<file path="config.mk">
export PLATFORM = sky130hd
export DESIGN_NAME = row_bound_decoder
export DESIGN_NICKNAME = d
export VERILOG_FILES = /design/src/rtl/rowdec_pkg.sv /design/src/rtl/rowdec_ctrl.sv /design/src/rtl/rowdec_dp.sv /design/src/rtl/row_bound_decoder.sv
export SDC_FILE = /design/constraint.sdc
export NUM_CORES = 1
export LEC_CHECK = 0
export ABC_AREA = 1
export BUFFER_PORTS_ARGS = -buffer_cell sky130_fd_sc_hd__buf_2
export CAP_MARGIN = 20
export CORE_ASPECT_RATIO = 0.8
export CORE_UTILIZATION = 35
export CTS_BUF_LIST = sky130_fd_sc_hd__clkbuf_8
export DETAILED_ROUTE_END_ITERATION = 8
export PLACE_DENSITY = 0.65
export SYNTH_ARGS = -nofsm -noshare
export SYNTH_HDL_FRONTEND = slang
export SYNTH_SLANG_ARGS = --single-unit
</file>
<file path="constraint.sdc">
create_clock -name clk -period 3.5 [get_ports clk]
set_input_delay 0.7 -clock clk [delete_from_list [all_inputs] [get_ports clk]]
set_output_delay 0.7 -clock clk [all_outputs]
set_load 0.01 [all_outputs]
</file>
<file path="src/rtl/rowdec_pkg.sv">
package rowdec_pkg;
  localparam int ROWS    = 4;
  localparam int BOUND_W = 8;
  localparam int ADDR_W  = 32;
  localparam int IDX_W   = $clog2(ROWS);

  // control -> datapath write strobes
  typedef struct packed {
    logic [ROWS-1:0]    load;
    logic [BOUND_W-1:0] data;
  } wrStrobe_t;
endpackage

</file>
<file path="src/rtl/rowdec_ctrl.sv">
module rowdec_ctrl
  import rowdec_pkg::*;
(
  input  logic                          regWrEn,
  input  logic [IDX_W-1:0]              regAddr,
  input  logic [BOUND_W-1:0]            regWrData,
  input  logic [ROWS-1:0][BOUND_W-1:0]  bounds,
  output wrStrobe_t                     strobe,
  output logic [BOUND_W-1:0]            regRdData
);
  // Decode the register index into one load strobe per row
  always_comb begin
    strobe.data = regWrData;
    strobe.load = '0;
    if (regWrEn) strobe.load[regAddr] = 1'b1;
  end

  assign regRdData = bounds[regAddr];

  always_comb begin
    AST_LOAD_ONEHOT: assert ($onehot0(strobe.load));
  end
endmodule

</file>
<file path="src/rtl/rowdec_dp.sv">
module rowdec_dp
  import rowdec_pkg::*;
(
  input  logic                          clk,
  input  logic                          rst_n,
  input  wrStrobe_t                     strobe,
  input  logic [ADDR_W-1:0]             lookupAddr,
  output logic [ROWS-1:0][BOUND_W-1:0]  bounds,
  output logic [ROWS-1:0][BOUND_W-1:0]  prevBound,
  output logic [ROWS-1:0]               rowValid,
  output logic [ROWS-1:0]               rowSel,
  output logic                          rowHit,
  output logic                          outOfRange
);
  logic [BOUND_W-1:0] page;
  logic [ROWS:0]      okChain;
  logic [BOUND_W-1:0] topLimit;

  assign page = lookupAddr[ADDR_W-1 -: BOUND_W];

  // Boundary registers
  for (genvar gi = 0; gi < ROWS; gi++) begin : g_reg
    always_ff @(posedge clk) begin
      if (!rst_n)                bounds[gi] <= '0;
      else if (strobe.load[gi])  bounds[gi] <= strobe.data;
    end

    AST_LOAD_TAKES: assert property (@(posedge clk) disable iff (!rst_n)
      strobe.load[gi] |=> bounds[gi] == $past(strobe.data));
    AST_HOLD_IDLE: assert property (@(posedge clk) disable iff (!rst_n)
      !strobe.load[gi] |=> $stable(bounds[gi]));
  end

  // Each row's base is the limit of the row below it
  assign prevBound[0] = '0;
  for (genvar gi = 1; gi < ROWS; gi++) begin : g_prev
    assign prevBound[gi] = bounds[gi-1];
  end

  // Validity chain: a decrease breaks it for all later rows
  always_comb begin
    okChain[0] = 1'b1;
    topLimit   = '0;
    for (int i = 0; i < ROWS; i++) begin
      okChain[i+1] = okChain[i] & (bounds[i] >= prevBound[i]);
      rowValid[i]  = okChain[i] & (bounds[i] > prevBound[i]);
      if (okChain[i+1]) topLimit = bounds[i];
    end
  end

  // Range compare per row
  for (genvar gi = 0; gi < ROWS; gi++) begin : g_sel
    assign rowSel[gi] = rowValid[gi] & (page >= prevBound[gi]) & (page < bounds[gi]);
  end

  assign rowHit     = |rowSel;
  assign outOfRange = (page >= topLimit);

  AST_SEL_ONEHOT: assert property (@(posedge clk) disable iff (!rst_n)
    $onehot0(rowSel));
  AST_OOR_NO_SEL: assert property (@(posedge clk) disable iff (!rst_n)
    outOfRange |-> rowSel == '0);
  AST_HIT_XOR_OOR: assert property (@(posedge clk) disable iff (!rst_n)
    rowHit != outOfRange);
endmodule

</file>
<file path="src/rtl/row_bound_decoder.sv">
module row_bound_decoder
  import rowdec_pkg::*;
(
  input  logic                      clk,
  input  logic                      rst_n,
  input  logic                      regWrEn,
  input  logic [IDX_W-1:0]          regAddr,
  input  logic [BOUND_W-1:0]        regWrData,
  output logic [BOUND_W-1:0]        regRdData,
  input  logic [ADDR_W-1:0]         lookupAddr,
  output logic [ROWS-1:0]           rowSel,
  output logic                      rowHit,
  output logic                      outOfRange,
  output logic [ROWS*BOUND_W-1:0]   rowBase,
  output logic [ROWS*BOUND_W-1:0]   rowLimit,
  output logic [ROWS-1:0]           rowEmpty
);
  wrStrobe_t                    strobe;
  logic [ROWS-1:0][BOUND_W-1:0] bounds;
  logic [ROWS-1:0][BOUND_W-1:0] prevBound;
  logic [ROWS-1:0]              rowValid;

  rowdec_ctrl u_ctrl (
    .regWrEn   (regWrEn),
    .regAddr   (regAddr),
    .regWrData (regWrData),
    .bounds    (bounds),
    .strobe    (strobe),
    .regRdData (regRdData)
  );

  rowdec_dp u_dp (
    .clk        (clk),
    .rst_n      (rst_n),
    .strobe     (strobe),
    .lookupAddr (lookupAddr),
    .bounds     (bounds),
    .prevBound  (prevBound),
    .rowValid   (rowValid),
    .rowSel     (rowSel),
    .rowHit     (rowHit),
    .outOfRange (outOfRange)
  );

  assign rowBase  = prevBound;
  assign rowLimit = bounds;
  assign rowEmpty = ~rowValid;
endmodule

</file>
==> After elaboration in Yosys (flattened, before gate mapping) <==
Cells that the tools add are included.
{ "op_classes": {"magnitude_cmp": 19, "mux": 9, "bitwise_logic": 15, "reduce_logical": 2} }
{ "ops": {"columns": ["cell", "count"], "rows": [
  ["8-bit >= comparator", 7],
  ["8-bit 2-to-1 mux", 5],
  ["8-bit less-than comparator", 4],
  ["8-bit > comparator", 3],
  ["8-bit binary-select mux with 2-bit select", 1],
  ["8-bit by 1-bit >= comparator with 1-bit output (second input constant)", 2],
  ["1-bit bitwise AND", 14],
  ["8-bit by 1-bit > comparator with 1-bit output (second input constant)", 1],
  ["4-bit 2-to-1 mux", 1],
  ["4-bit NOT", 1],
  ["4-bit OR reduction", 1],
  ["2-bit by 3-bit less-than comparator with 1-bit output (second input constant)", 1],
  ["1-bit demux with 2-bit select", 1],
  ["2-bit by 1-bit >= comparator with 1-bit output (second input constant)", 1],
  ["1-bit logical AND", 1],
  ["1-bit 2-to-1 mux", 1]
]} }
{ "word_totals": {"register_bits": 32, "out_inout_bits": 82} }

==> Logic depth before layout (Yosys ltp) <==
Gate-level depths: netlist of run 1.
{ "depth": {"word_depth": 7, "ltp_mapped": 20, "ltp_nobuf": 19} }

==> Hierarchy <==
A second synthesis of run 1 with hierarchy kept.
{ "hier_totals": {"cells_unflattened": 546, "area_unflattened_um2": 3681.0} }
{ "by_module_without_submodules": {"columns": ["mod", "n_inst", "cells_per_inst", "area_per_inst_um2", "seq_area_each_um2"], "rows": [
  ["rowdec_dp", 1, 451, 3220.6, 640.6],
  ["rowdec_ctrl", 1, 91, 445.4, 0.0],
  ["row_bound_decoder", 1, 4, 15.0, 0.0]
]} }

==> Least setup slack after synthesis of run 1 <==
OpenSTA, ideal clock, no wires.
{ "synth_path": {"path_type": "reg-to-output", "start": "register u_dp.bounds[7] (netlist bit)", "end": "output port outOfRange", "arrival_time_ns": 2.379, "t_required_ns": 2.800, "slack_ns": 0.421, "path_stages_with_launch": 16, "n_path_buf": 1, "path_cell_list": "dfxtp_1 inv_1 ha_1 a21o_1 nor2_4 nand3_4 nand2_4 inv_4 buf_12 nand2_1 nand3_1 ha_1 a21oi_1 o21ai_0 nand2_1 o2111ai_1"} }
{ "synth_between": {"elab_chain_len": 6, "elab_cells_between_ends": 10} }
{ "synth_lines": {"columns": ["element", "line", "source"], "rows": [
  ["start, declared", "rowdec_dp.sv:8", "output logic [ROWS-1:0][BOUND_W-1:0] bounds,"],
  ["start signal, assigned by index", "rowdec_dp.sv:25", "else if (strobe.load[gi]) bounds[gi] <= strobe.data;"],
  ["8-bit by 1-bit >= comparator with 1-bit output or 8-bit >= comparator (tied branches)", "rowdec_dp.sv:45", "okChain[i+1] = okChain[i] & (bounds[i] >= prevBound[i]);"],
  ["8-bit 2-to-1 mux or 1-bit bitwise AND (tied branches) (3 in series)", "rowdec_dp.sv:47, rowdec_dp.sv:45", null],
  ["8-bit 2-to-1 mux *", "rowdec_dp.sv:47", "if (okChain[i+1]) topLimit = bounds[i];"],
  ["8-bit >= comparator *", "rowdec_dp.sv:57", "assign outOfRange = (page >= topLimit);"],
  ["end, declared", "row_bound_decoder.sv:13", "output logic outOfRange,"]
]} }
Every way passes the cells marked *; elsewhere a longest branch is shown, timed or not.

==> Final worst setup path of run 1 <==
Ends and elaborated chain as after synthesis.

==> results of run 1 <==
==> layout by cell type (no fill, tap or decap), types with 9 or more instances in the layout <==
master	n
dfxtp_1	11
inv_2	15
o21ai_0	37
a21oi_1	48
buf_2	94
nand2_2	11
nand4_1	9
dfxtp_4	9
inv_1	51
dfxtp_2	12
nor2_1	20
ha_4	22
buf_4	48
nand2_1	82
ha_1	40
==> cell usage after synthesis, drive strengths merged, types with 2 or more instances <==
library cell,number
nand4,10
a21oi,54
a22oi,8
clkbuf,5
nand2,100
nand3,13
o221ai,8
nor2,28
a21o,4
o211ai,6
o21ai,43
dfxtp,32
o21a,2
inv,66
buf,37
ha,63
==> final timing paths <==
path / start / endpoint / slack (ns) / cells after the start
min reg2reg: u_dp.bounds[14] / u_dp.bounds[14] / 0.52 / 2
min: u_dp.bounds[14] / u_dp.bounds[14] / 0.52 / 2
max: u_dp.bounds[7] / outOfRange / -0.06 / 15
max reg2reg: u_dp.bounds[23] / u_dp.bounds[23] / 2.67 / 3
==> layer usage <==
metal	GRT usage	vias to the layer above	wire length, um
met3	0.02617	17	944
met1	0.3325	1792	5665
met4	0.06579	0	178
met5	0	-	0
li1	-	1858	-
met2	0.3384	180	5518
==> cell families after synthesis <==
| family | after synthesis | share of synthesized area |
|---|---|---|
| AOI/OAI and AO/OA | 128 | 0.2183 |
| adders and majority gates | 63 | 0.2281 |
| buffers and inverters | 108 | 0.1633 |
| DFF | 32 | 0.1854 |
| other | 1 | 0.001085 |
| and+or+nand+nor | 153 | 0.2038 |
==> critical path, cell delays in order, from the launching register on <==
cell       delay, ns
dfxtp_2         0.35
inv_2           0.06
ha_4            0.22
a21o_1          0.19
nor2_4          0.17
nand3_4         0.17
buf_6           0.16
buf_4           0.13
o21ai_4         0.16
nand2_2         0.09
ha_4            0.28
nand2_4         0.06
nor2_4          0.11
nand4_1         0.11
o2111ai_2       0.12
buf_2           0.17
==> timing repair <==
| action | in CTS | in global routing |
|---|---|---|
| gates resized for setup | 49 | 74 |
| setup endpoints to repair | 1 | 1 |
| gates cloned | 1 | 2 |
| pin swaps | 18 | 38 |
| buffers inserted | 13 | 19 |
==> power groups by stage <==
| stage | clock network (mW) | registers, mW | logic [mW] |
|---|---|---|---|
| after global placement | 0 | 0.412 | 0.773 |
| after CTS | 0.368 | 0.404 | 0.929 |
| final | 0.368 | 0.405 | 1.21 |
| after detailed placement | 0 | 0.412 | 0.797 |
| after floorplan | 0 | 0.419 | 0.567 |
| after global routing | 0.385 | 0.407 | 1.31 |
==> layout make-up <==
class,instances,area (um^2)
Clock buffer,5,68.82
Clock inverter,3,38.79
Fill cell,932,4715
Inverter,66,260.3
Multi-Input combinational cell,353,2725
Sequential cell,32,689.4
Tap cell,119,148.9
Timing Repair Buffer,151,954.7
Timing Repair inverter,1,8.758
==> through the flow <==
step | hold slack, ns | power, mW
floorplan | 0.5378 | 0.9867
global placement | 0.5225 | 1.185
detailed placement | 0.5236 | 1.209
CTS | 0.5385 | 1.702
global route | 0.5517 | 2.102
finish | 0.5244 | 1.978
==> qor.yml, run 1 <==
timing:
  skew_ns: 0
  setup_viol: 1
  fmax_mhz: 280.9
  grt_setup_unrepaired: "true"
  relSlewSlack: 0.5810
  finalHoldViolations: 0
  slew_violations: 0
  tightest_slew_ns: 0.6278
  fin_crit_ns: 3.559
  fin_tns_setup_ns: -0.05947
  post-route-period-util: 1.017
  timing.final.ws_setup_ns: -0.05947
synth:
  synthTopCellsByArea: "ha_1 23%, dfxtp_1 19%, nand2_1 10%"
  yosysTopAreaCell: "ha_1"
  syn_avg_cell_area_um2: 7.125
  synth_cells: 485
  synth_top_area_share: 0.2281
  synth_ff_type: "dfxtp_1"
  synth-seq-cells: 32
  synth-edff-count: 0
  seq_area_frac_synth: 0.1854
  ys_types: 36
  yosysWarnings: 0
  netlist_area_um2: 3456
  async_flop_share: 0
placed_design:
  port_buffers: 94
  hpwl_um: 8787
  place.gp.congestion: 0.8593
  placed_cells: 688
  place_area_um2: 3988
  dp_slack_ns: 0.08414
power:
  p_sw_mw: 0.8589
  switching_share: 0.4344
  p_leak_nw: 2.455
  clock_power_share: 0.186
  pwr-share-comb: 0.610
  powerDensity_nw_per_um2: 404.0
  vdd_ir_drop_max_v: 0.0002041
  p_int_mw: 1.119
  seq_power_share: 0.205
worst_hold_path:
  hp-class: "reg -> reg"
floorplanning:
  die_y_um: 90.88
  chipWidth_um: 113.1
  pin_count: 127
  num_rows: 32
  core_um2: 9609
  initial_core_util: 0.3596
  die-area_um2: 10280
critical_path:
  worst_ep_required_time_ns: 2.80
  critPathCaptureType: "output pin"
  crit_type: "reg -> out"
  worstPathArrival_ns: 2.86
  worstPathMaxFanout: 6
  critPathLaunchType: "flip-flop"
final_layout:
  drive_gt1_frac: 0.4386
  top_register: "u_dp.bounds"
  area_growth_pct: 41.64
  final_util: 0.5094
  reg_top3: "u_dp.bounds (32)"
  largest_reg_flops: 32
  diodes: 0
  fin_cells: 730
  finish.instance_area_um2: 4895
  nets: 718
route:
  drc: 0
  first_iter_violations: 261
  wl_per_cell_um: 16.86
  vias: 3847
  vias_per_cell: 5.270
  ant_nets: 0
  wirelength_um: 12310
  drt_pass1_iterations: 7
clock_network:
  h-tree-depth: 2
  path_clk_slew_ns: 0.07
  ctsRootBufferMaster: "clkbuf_8"
  cts_buffers: 5
  clockBufferDepth: 2
  clk-insertion-delay-late_ns: 0.29
  ctsHoldBuffers: 0
  tritoncts: "done"
  cts.sink_count: 32
grt:
  grt_max_degree: 33
  track_usage: 0.2250
  grt_pass1_vias: 3420
  grt_first_pass_wirelength_um: 17870
  overflow: 0
  antenna_found_initial: 0
run_status:
  outcome: "complete, but fails checks"
  violations: "setup timing"
run:
  maxCapViolations: 0
(Power assumes the default switching activity.)
==> run 2: changes to the inputs <==
--- a/config.mk
+++ b/config.mk
@@ -13,6 +13,7 @@
 export CTS_BUF_LIST = sky130_fd_sc_hd__clkbuf_8
 export DETAILED_ROUTE_END_ITERATION = 8
 export PLACE_DENSITY = 0.65
+export SETUP_SLACK_MARGIN = 0.15
 export SYNTH_ARGS = -nofsm -noshare
 export SYNTH_HDL_FRONTEND = slang
 export SYNTH_SLANG_ARGS = --single-unit
==> run 2 against run 1 <==
  * The flow now finishes without violations
  * Count of clock-buffer cells in the layout is the same
  * Setup slack improved by 0.071 ns
  * Sequential cell count unchanged
  * Clock power about the same
  * Register-to-register slack about the same
  * Power shrank 2.8%
  * Largest power group unchanged
==> qor.yml, run 2 (synthesis results as in run 1) <==
run_status:
  outcome: "complete, no violations"
clock_network:
  ctsRootBufferMaster: "clkbuf_8"
  cts.sink_count: 32  # unchanged
  tritoncts: "done"
  ctsHoldBuffers: 0  # unchanged
  h-tree-depth: 2  # unchanged
  path_clk_slew_ns: 0.07  # about the same
  clk-insertion-delay-late_ns: 0.29  # about the same
  cts_buffers: 5  # unchanged
  clockBufferDepth: 2  # unchanged
route:
  ant_nets: 0  # unchanged
  vias: 3846  # -0.026%
  met3_length_um: 846  # -10%
  top_layer: "met4"
  drc: 0  # unchanged
  wl_per_cell_um: 16.58  # -1.7%
  first_iter_violations: 206  # -21%
  wl_met2_um: 5316  # -3.7%
  vias_per_cell: 5.276  # +0.11%
  m1WireLength_um: 5724  # +1.0%
  drt_pass1_iterations: 6  # -1
  wirelength_um: 12090  # -1.8%
timing:
  finalHoldViolations: 0  # unchanged
  post-route-period-util: 0.9968  # -0.02017
  whs_ns: 0.5399  # +0.01552 ns
  tightest_slew_ns: 0.6237  # -0.004099 ns
  skew_ns: 0  # unchanged
  grt_setup_unrepaired: "true"
  fin_crit_ns: 3.489  # -0.07060 ns
  timing.final.ws_setup_ns: 0.01113  # +0.07060 ns
  fmax_mhz: 286.6  # +2.0%
  setup_viol: 0  # -1
  slew_violations: 0  # unchanged
  relSlewSlack: 0.5838  # +0.002736
final_layout:
  top_register: "u_dp.bounds"
  reg_top3: "u_dp.bounds (32)"
  nets: 717  # -0.14%
  area_growth_pct: 39.90
  largest_reg_flops: 32  # unchanged
  final_common_cell: "buf_2"
  drive_gt1_frac: 0.4213  # -0.01731
  fill_cells: 940  # +0.86%
  final_cell_mix: "94 x buf_2, 85 x nand2_1, 55 x inv_1"
  diodes: 0  # unchanged
floorplanning:
  num_rows: 32  # unchanged
  pin_count: 127  # unchanged
  die-area_um2: 10280  # unchanged
  core_um2: 9609  # unchanged
  chipWidth_um: 113.1  # unchanged
  initial_core_util: 0.3596  # unchanged
  die_y_um: 90.88  # unchanged
critical_path:
  crit_end: "outOfRange"
  slowest_stage: "dfxtp_2"
  cp_slowest_stage_delay_ns: 0.33  # -0.02 ns
  critPathLaunchType: "flip-flop"
  rr_endpoint: "u_dp.bounds[23]"
  worstPathMaxFanout: 6  # unchanged
  r2r_setup_slack_ns: 2.66  # about the same
  worst_ep_required_time_ns: 2.80  # about the same
  crit_type: "reg -> out"
  crit_path_cell_trace: "buf_6 -> ha_4 -> nand2_4 -> nor2_4 -> buf_4 -> nand2_4 -> nand3_4 -> buf_6 -> buf_4 -> o21ai_4 -> nand2_2 -> ha_4 -> nand2_2 -> nor2_2 -> nand4_1 -> o2111ai_2 -> buf_2"
  rr_startpoint: "u_dp.bounds[23]"
  critPathCaptureType: "output pin"
  worstPathArrival_ns: 2.79  # -0.07 ns
  r2r_cells: 3  # unchanged
  timing.critical_path.from: "u_dp.bounds[14]"
worst_hold_path:
  hp-class: "reg -> reg"
power:
  vdd_ir_drop_max_v: 0.0001988  # -2.6%
  p_leak_nw: 2.438  # -0.69%
  power_mw: 1.923  # -2.8%
  powerDensity_nw_per_um2: 397.7  # -1.6%
  clock_power_share: 0.192  # +0.006
  p_sw_mw: 0.8202  # -4.5%
  p_int_mw: 1.102  # -1.4%
  seq_power_share: 0.210  # +0.005
  pwr-share-comb: 0.598  # -0.012
  switching_share: 0.4266  # -0.007768
grt:
  track_usage: 0.2296  # +0.004569
  grt_max_degree: 33  # unchanged
  antenna_found_initial: 0  # unchanged
  overflow: 0  # unchanged
  grt_first_pass_wirelength_um: 18240  # +2.1%
  grt_pass1_vias: 3477  # +1.7%
placed_design:
  place.gp.congestion: 0.8593  # unchanged
  dp_slack_ns: 0.08414  # unchanged
  hpwl_um: 8787  # unchanged
  port_buffers: 94  # unchanged
run:
  maxCapViolations: 0  # unchanged
[run 2: changes by cell type in the layout (fill, tap and decap cells not counted), moves of 2 or more]
cell | before | now
inv_1 | 51 | 55
inv_2 | 15 | 11
ha_1 | 40 | 43
ha_4 | 22 | 19
nand2_1 | 82 | 85
buf_6 | 7 | 5
nand2_4 | 6 | 4
nor2_2 | 3 | 5
[run 2: routing by layer]
metal  vias to the layer above  track usage
li1                       1865            -
met1                      1783       0.3374
met2                       181       0.3482
met3                        17      0.02685
met4                         0      0.06579
met5                         -            0
[run 2: worst min-delay path by stage]
stage,end,depth (start not counted),slack (ns),from
4_1_cts,u_dp.bounds[14],2,0.54,u_dp.bounds[14]
2_1_floorplan,u_dp.bounds[26],2,0.54,u_dp.bounds[26]
3_3_place_gp,u_dp.bounds[14],2,0.52,u_dp.bounds[14]
6_report,u_dp.bounds[14],2,0.54,u_dp.bounds[14]
3_5_place_dp,u_dp.bounds[14],2,0.52,u_dp.bounds[14]
5_1_grt,u_dp.bounds[14],2,0.57,u_dp.bounds[14]
[run 2: critical path, delay by kind of cell (launching register included)]
family | cells | cell delay (ns)
adders and majority gates | 2 | 0.50
AOI/OAI and AO/OA | 2 | 0.24
DFF | 1 | 0.33
buffers and inverters | 5 | 0.70
and+or+nand+nor | 8 | 0.72
[run 2: what timing repair did]
item | in CTS | in global routing
cloned | 1 | 1
buffers inserted | 16 | 15
setup endpoints to repair | 1 | 1
gates resized for setup | 65 | 44
pin swaps | 28 | 27
[run 2: power by group through the flow]
stage	Sequential (mW)	Clock, mW	Combinational [mW]
after floorplan	0.419	0	0.567
after global placement	0.412	0	0.773
after detailed placement	0.412	0	0.797
after CTS	0.404	0.368	0.963
after global routing	0.406	0.385	1.25
final	0.404	0.369	1.15
[run 2: cell type report]
type,instances,area [um^2],share of cell area
clock buffers,5,68.82,0.01423
clock inverters,3,38.79,0.008023
inverters,66,255.2,0.05280
multi-input cells,353,2671,0.5525
flip-flops and latches,32,691.9,0.1431
well taps,119,148.9,0.03080
repair buffers,151,959.7,0.1985
[run 2: metrics by stage]
step | std cells | instance area, um^2 | setup TNS [ns] | utilization
6_report | 729 | 4835 | 0 | 0.5031
5_1_grt | 729 | 4835 | -0.1030 | 0.5031
4_1_cts | 713 | 4501 | 0 | 0.4684
3_5_place_dp | 688 | 3988 | 0 | 0.4150
3_3_place_gp | 688 | 3988 | 0 | 0.4150
2_1_floorplan | 492 | 3482 | 0 | -
